==> src/rtl/extint_pkg.sv <==
package extint_pkg;
  localparam int unsigned NREQ      = 16;
  localparam int unsigned PORT_PINS = 16;
  localparam int unsigned GRP       = 4;
  localparam int unsigned PSEL_W    = 4;
  localparam int unsigned GSEL_W    = 2;
  localparam int unsigned DATA_W    = 32;
  localparam int unsigned ADDR_W    = 4;

  localparam logic [ADDR_W-1:0] ADR_PSEL_LO = 4'h0;
  localparam logic [ADDR_W-1:0] ADR_PSEL_HI = 4'h1;
  localparam logic [ADDR_W-1:0] ADR_GSEL    = 4'h2;
  localparam logic [ADDR_W-1:0] ADR_RISE    = 4'h3;
  localparam logic [ADDR_W-1:0] ADR_FALL    = 4'h4;
  localparam logic [ADDR_W-1:0] ADR_IEN     = 4'h5;
  localparam logic [ADDR_W-1:0] ADR_CTRL    = 4'h6;
  localparam logic [ADDR_W-1:0] ADR_FLAG    = 4'h7;

  function automatic logic [NREQ-1:0] even_mask();
    logic [NREQ-1:0] m;
    for (int i = 0; i < int'(NREQ); i++) m[i] = (i % 2 == 0);
    return m;
  endfunction
endpackage

==> src/rtl/extint_rstsync.sv <==
module extint_rstsync (
  input  logic clk_i,
  input  logic rst_ni,
  output logic rst_no
);
  logic [1:0] stage_q;

  always_ff @(posedge clk_i or negedge rst_ni) begin
    if (!rst_ni) stage_q <= 2'b00;
    else         stage_q <= {stage_q[0], 1'b1};
  end

  assign rst_no = stage_q[1];
endmodule

==> src/rtl/extint_sync.sv <==
module extint_sync #(
  parameter int unsigned WIDTH = 64
) (
  input  logic             clk_i,
  input  logic             rst_ni,
  input  logic [WIDTH-1:0] d_i,
  output logic [WIDTH-1:0] q_o
);
  logic [WIDTH-1:0] meta_q;
  logic [WIDTH-1:0] safe_q;

  always_ff @(posedge clk_i or negedge rst_ni) begin
    if (!rst_ni) begin
      meta_q <= '0;
      safe_q <= '0;
    end else begin
      meta_q <= d_i;
      safe_q <= meta_q;
    end
  end

  assign q_o = safe_q;
endmodule

==> src/rtl/extint_route.sv <==
module extint_route
  import extint_pkg::*;
#(
  parameter int unsigned NUM_PORTS = 4
) (
  input  logic [NUM_PORTS*PORT_PINS-1:0] pins_i,
  input  logic [NREQ*PSEL_W-1:0]         psel_i,
  input  logic [NREQ*GSEL_W-1:0]         gsel_i,
  output logic [NREQ-1:0]                lvl_o
);
  for (genvar r = 0; r < int'(NREQ); r++) begin : g_req
    localparam logic [3:0] GBASE = 4'((r / GRP) * GRP);
    logic [PSEL_W-1:0]    port_sel;
    logic [GSEL_W-1:0]    grp_sel;
    logic [3:0]           pin_idx;
    logic [PORT_PINS-1:0] word;
    logic                 sel_lvl;

    assign port_sel = psel_i[r*PSEL_W +: PSEL_W];
    assign grp_sel  = gsel_i[r*GSEL_W +: GSEL_W];
    assign pin_idx  = GBASE | {2'b00, grp_sel};

    always_comb begin
      word = '0;
      for (int p = 0; p < int'(NUM_PORTS); p++) begin
        if (port_sel == PSEL_W'(p)) word = pins_i[p*PORT_PINS +: PORT_PINS];
      end
      sel_lvl = word[pin_idx];
    end

    assign lvl_o[r] = sel_lvl;
  end
endmodule

==> src/rtl/extint_edge.sv <==
module extint_edge
  import extint_pkg::*;
(
  input  logic            clk_i,
  input  logic            rst_ni,
  input  logic [NREQ-1:0] lvl_i,
  input  logic [NREQ-1:0] rise_en_i,
  input  logic [NREQ-1:0] fall_en_i,
  input  logic [NREQ-1:0] clr_i,
  output logic [NREQ-1:0] flag_o
);
  logic [NREQ-1:0] prev_q;
  logic [NREQ-1:0] flag_q;
  logic [NREQ-1:0] flag_d;
  logic [NREQ-1:0] hit;
  logic            flag_en;

  always_comb begin
    hit     = (rise_en_i & lvl_i & ~prev_q) | (fall_en_i & ~lvl_i & prev_q);
    flag_d  = (flag_q & ~clr_i) | hit;
    flag_en = |(hit | clr_i);
  end

  always_ff @(posedge clk_i or negedge rst_ni) begin
    if (!rst_ni) begin
      prev_q <= '0;
      flag_q <= '0;
    end else begin
      prev_q <= lvl_i;
      if (flag_en) flag_q <= flag_d;
    end
  end

  assign flag_o = flag_q;
endmodule

==> src/rtl/extint_mapper.sv <==
module extint_mapper
  import extint_pkg::*;
#(
  parameter int unsigned NUM_PORTS = 4
) (
  input  logic                           clk_i,
  input  logic                           rst_ni,
  input  logic [NUM_PORTS*PORT_PINS-1:0] pins_i,
  input  logic                           wr_en_i,
  input  logic [ADDR_W-1:0]              wr_addr_i,
  input  logic [DATA_W-1:0]              wr_data_i,
  input  logic [ADDR_W-1:0]              rd_addr_i,
  output logic [DATA_W-1:0]              rd_data_o,
  output logic                           irq_even_o,
  output logic                           irq_odd_o,
  output logic [NREQ-1:0]                evt_o
);
  localparam int unsigned NPIN    = NUM_PORTS * PORT_PINS;
  localparam int unsigned PSEL_TW = NREQ * PSEL_W;
  localparam int unsigned HALF_W  = PSEL_TW / 2;
  localparam logic [NREQ-1:0] EVEN_M = even_mask();

  logic                rst_n_sync;
  logic [NPIN-1:0]     pins_s;
  logic [PSEL_TW-1:0]  psel_q;
  logic [NREQ*GSEL_W-1:0] gsel_q;
  logic [NREQ-1:0]     rise_q, fall_q, ien_q;
  logic                sense_q;
  logic [NREQ-1:0]     lvl_w;
  logic [NREQ-1:0]     flag_w;
  logic [NREQ-1:0]     clr_w;
  logic                we_plo, we_phi, we_gsel, we_rise, we_fall, we_ien, we_ctrl;

  extint_rstsync u_rst (
    .clk_i  (clk_i),
    .rst_ni (rst_ni),
    .rst_no (rst_n_sync)
  );

  extint_sync #(.WIDTH(NPIN)) u_sync (
    .clk_i  (clk_i),
    .rst_ni (rst_n_sync),
    .d_i    (pins_i),
    .q_o    (pins_s)
  );

  extint_route #(.NUM_PORTS(NUM_PORTS)) u_route (
    .pins_i (pins_s),
    .psel_i (psel_q),
    .gsel_i (gsel_q),
    .lvl_o  (lvl_w)
  );

  extint_edge u_edge (
    .clk_i     (clk_i),
    .rst_ni    (rst_n_sync),
    .lvl_i     (lvl_w),
    .rise_en_i (rise_q),
    .fall_en_i (fall_q),
    .clr_i     (clr_w),
    .flag_o    (flag_w)
  );

  // Write decode: one clock enable per register.
  always_comb begin
    we_plo  = wr_en_i && (wr_addr_i == ADR_PSEL_LO);
    we_phi  = wr_en_i && (wr_addr_i == ADR_PSEL_HI);
    we_gsel = wr_en_i && (wr_addr_i == ADR_GSEL);
    we_rise = wr_en_i && (wr_addr_i == ADR_RISE);
    we_fall = wr_en_i && (wr_addr_i == ADR_FALL);
    we_ien  = wr_en_i && (wr_addr_i == ADR_IEN);
    we_ctrl = wr_en_i && (wr_addr_i == ADR_CTRL);
    clr_w   = (wr_en_i && (wr_addr_i == ADR_FLAG)) ? wr_data_i[NREQ-1:0] : '0;
  end

  always_ff @(posedge clk_i or negedge rst_n_sync) begin
    if (!rst_n_sync) begin
      psel_q  <= '0;
      gsel_q  <= '0;
      rise_q  <= '0;
      fall_q  <= '0;
      ien_q   <= '0;
      sense_q <= 1'b0;
    end else begin
      if (we_plo)  psel_q[HALF_W-1:0]       <= wr_data_i[HALF_W-1:0];
      if (we_phi)  psel_q[PSEL_TW-1:HALF_W] <= wr_data_i[HALF_W-1:0];
      if (we_gsel) gsel_q                   <= wr_data_i[NREQ*GSEL_W-1:0];
      if (we_rise) rise_q                   <= wr_data_i[NREQ-1:0];
      if (we_fall) fall_q                   <= wr_data_i[NREQ-1:0];
      if (we_ien)  ien_q                    <= wr_data_i[NREQ-1:0];
      if (we_ctrl) sense_q                  <= wr_data_i[0];
    end
  end

  always_comb begin
    rd_data_o = '0;
    case (rd_addr_i)
      ADR_PSEL_LO: rd_data_o[HALF_W-1:0]      = psel_q[HALF_W-1:0];
      ADR_PSEL_HI: rd_data_o[HALF_W-1:0]      = psel_q[PSEL_TW-1:HALF_W];
      ADR_GSEL:    rd_data_o[NREQ*GSEL_W-1:0] = gsel_q;
      ADR_RISE:    rd_data_o[NREQ-1:0]        = rise_q;
      ADR_FALL:    rd_data_o[NREQ-1:0]        = fall_q;
      ADR_IEN:     rd_data_o[NREQ-1:0]        = ien_q;
      ADR_CTRL:    rd_data_o[0]               = sense_q;
      ADR_FLAG:    rd_data_o[NREQ-1:0]        = flag_w;
      default:     rd_data_o                  = '0;
    endcase
  end

  assign irq_even_o = sense_q & |(flag_w & ien_q & EVEN_M);
  assign irq_odd_o  = sense_q & |(flag_w & ien_q & ~EVEN_M);
  assign evt_o      = lvl_w;
endmodule

==> config.mk <==
export PLATFORM = sky130hd
export DESIGN_NAME = extint_mapper
export DESIGN_NICKNAME = d
export VERILOG_FILES = /design/src/rtl/extint_pkg.sv /design/src/rtl/extint_rstsync.sv /design/src/rtl/extint_sync.sv /design/src/rtl/extint_route.sv /design/src/rtl/extint_edge.sv /design/src/rtl/extint_mapper.sv
export SDC_FILE = /design/constraint.sdc
export NUM_CORES = 1
export LEC_CHECK = 0
export BUFFER_PORTS_ARGS = -buffer_cell sky130_fd_sc_hd__buf_2
export CAP_MARGIN = 20
export CORE_MARGIN = 2
export CORE_UTILIZATION = 45
export DETAILED_ROUTE_END_ITERATION = 12
export PLACE_DENSITY_LB_ADDON = 0.12
export SLEW_MARGIN = 0
export SYNTH_ARGS = -nofsm -noshare
export SYNTH_HDL_FRONTEND = slang
export SYNTH_SLANG_ARGS = --single-unit
export TNS_END_PERCENT = 1
==> constraint.sdc <==
create_clock -name clk_i -period 21 [get_ports clk_i]
set_input_delay 2.1 -clock clk_i [delete_from_list [all_inputs] [get_ports clk_i]]
set_output_delay 2.1 -clock clk_i [all_outputs]
set_load 0.01 [all_outputs]
==> reports/results.ini <==
[outcome]
status=finished, final reports clean

[clock_network]
cts.sink_count=307
postCtsSetupBuffers=0
path_clk_slew_ns=0.06
cts_inserted_buffers=34
insertion_delay_ns=0.51
cts_buffer_depth=3
cts.repair.resized=0
clockRootBuffer=clkbuf_16
hold_buffers=0
cts.htree.levels=2
cts_tree=yes

[synth]
synthMuxAreaShare_pct=28.0
synth.most_common_cell=dfrtp_1
postSynthAreaPerCell_um2=14.2
synth-xor-area-share_pct=0
ys_async_sr_fraction_pct=100
synth_compound_area_share_pct=5.38
synth_nets=1064
netlist_area_um2=13600
synth_common_cells=dfrtp_1 (307), mux2_2 (124), nand2_1 (89), mux4_2 (71), nor2_1 (58)
synth_top_area_share_pct=56.7
ys.flop_type=dfrtp_1
yosysUniqueCellTypes=54
syn_inst=957
synthSimpleGateAreaFrac_pct=6.91
yosysTopAreaCell=dfrtp_1
ys_seq_elements=307
synth_top_family_by_area=multiplexers
yosys.area_share.adder_pct=0
seq_area_frac_synth_pct=56.7
synth.area.top_cells=dfrtp_1 (57%), mux4_2 (12%), mux2_2 (10%)
synth_warnings=0
synth-edff-count=0

[detailed_routing]
wire_per_inst_um=23.3
vias_per_cell=5.73
num_vias=8647
ant_nets=0
routed_wirelength_um=35200
drt_iter0_markers=693
dr.pass1.iters=6
drcViolationCount=0

[run]
max_cap_violations=0

[worst_hold_path]
hold_depth=0
worstHoldPathType=flop to flop

[timing]
max_freq_mhz=156
tightest_slew_ns=1.13
setup_violations=0
finalClockSkew_ns=0.0139
hold_violations=0
period_needed_ns=6.42
rsz0062_at_grt=false
finalCritPeriodShare_pct=30.6
fin_setup_tns_ns=0
max_slew_margin_pct=24.5
fin_ws_ns=14.58
drv_slew=0

[setup_path]
cp_data_arrival_time_ns=4.32
crit_buf_inv=2
critPathLaunchType=input pin
crit_type=input pin to output pin
r2r_slack_ns=18.37
cpPeakStageDelay_ns=0.92
crit_path_start=rd_addr_i[0]
crit_cells=5
r2r-end=psel_q[0]
endpoint_kind=output pin
critPathCapture=rd_data_o[13]
crit_top_cell=buf_2
r2r_cells=2
slowest_stage=and3_1
cp_cell_sequence=buf_2 -> and3_1 -> a222oi_1 -> nand2_1 -> buf_2
crit_fanout=38
rr_startpoint=u_rst.stage_q[1]
critPathRequiredTime_ns=18.90
crit_family=simple AND/OR/NAND/NOR gates

[floorplan]
io_pins=157
num_rows=63
die_h_um=178
core_area_um2=29600
dieWidth_um=178
die_area_um2=31500
start_util_pct=45.7

[power]
vdd_drop_max_uv=71.7
cellPowerDensity_nw_per_um2=111
p_leak_nw=6.94

[final_layout]
n_fill_cell=2642
final_area_um2=15600
fin_nets=1200
area_growth_pct=15.5
fin_cells=1509
drive_gt1_share_pct=37.6

[global_routing]
grt_overflow=0
grt_pass1_wl_um=53600
track_usage_pct=23.0
grt_pass1_vias=8712
grt_max_degree=175
grt_antenna_before_repair=1

[placed_design]
dp_hpwl_um=24700
post-place-ws_ns=14.42
place_congestion=0.848
numPlacedInstances=1445
placed_area_um2=14500
port_buffers=156

-- final cells by class --
cell class | count | area (um2) | share of cell area, %
Clock inverter | 10 | 75.1 | 0.480
Inverter | 7 | 26.3 | 0.168
Clock buffer | 51 | 1020 | 6.51
Timing Repair Buffer | 167 | 883 | 5.65
Antenna cell | 1 | 2.50 | 0.0160
Multi-Input combinational cell | 576 | 5470 | 34.9
Sequential cell | 307 | 7690 | 49.1
Tap cell | 390 | 488 | 3.12
-- per-stage QoR --
stage,total power [mW],hold slack (ns),util [%]
2_1_floorplan,1.05,0.331,-
3_3_place_gp,1.16,0.333,49.0
3_5_place_dp,1.17,0.335,49.0
4_1_cts,1.75,0.347,52.7
5_1_grt,1.82,0.349,52.8
6_report,1.74,0.343,52.8
-- report_power, final --
part / switching, mW / internal, mW / total, mW / leakage, nW
Clock: 0.233 / 0.348 / 0.581 / 0.546
Sequential: 0.139 / 0.691 / 0.830 / 3.65
Combinational: 0.139 / 0.186 / 0.326 / 2.74
Total: 0.511 / 1.23 / 1.74 / 6.94
-- cells by family (layout without fill, tap and decap cells) --
family	after synthesis	after routing
muxes	270	270
other	1	2
and+or+nand+nor	203	203
buffers and inverters	74	235
DFF	307	307
AOI/OAI and AO/OA	102	102
-- registers in the layout, summed over array words and instances, names as in the netlist --
| register | flops |
|---|---|
| fall_q | 16 |
| ien_q | 16 |
| psel_q | 64 |
| u_rst.stage_q | 2 |
| rise_q | 16 |
| gsel_q | 32 |
| sense_q | 1 |
| u_sync.q_o | 64 |
| u_edge.prev_q | 16 |
| u_sync.meta_q | 64 |
| u_edge.flag_o | 16 |
-- cell usage in the layout (no fill, tap or decap), types with 12 or more instances in the layout --
master | Yosys | routed
a21oi_1 | 22 | 22
a222oi_1 | 14 | 14
buf_2 | 31 | 156
clkbuf_16 | 0 | 37
dfrtp_1 | 307 | 306
mux2_1 | 24 | 24
mux2_2 | 124 | 124
mux2i_1 | 50 | 50
mux4_2 | 71 | 71
nand2_1 | 89 | 89
nand3b_1 | 16 | 16
nor2_1 | 58 | 58
o211ai_1 | 15 | 15
o22ai_1 | 15 | 15
or3_1 | 12 | 12
-- routing by layer --
layer  GRT usage, %  up-vias  wire [um]
li1               -     3816          -
met1           33.6     4483      16000
met2           34.9      283      16100
met3           3.88       63       1940
met4           7.62        2       1030
met5           1.92        -         80
-- how the worst min path moves through the flow --
stage,start,endpoint,slack (ns)
6_report,u_sync.meta_q[52],u_sync.q_o[52],0.34
5_1_grt,u_sync.meta_q[37],u_sync.q_o[37],0.35
3_3_place_gp,u_sync.meta_q[26],u_sync.q_o[26],0.33
2_1_floorplan,u_rst.stage_q[0],u_rst.stage_q[1],0.33
3_5_place_dp,u_sync.meta_q[22],u_sync.q_o[22],0.33
4_1_cts,u_sync.meta_q[31],u_sync.q_o[31],0.35
Note: power is estimated with default switching activity, not from simulation.
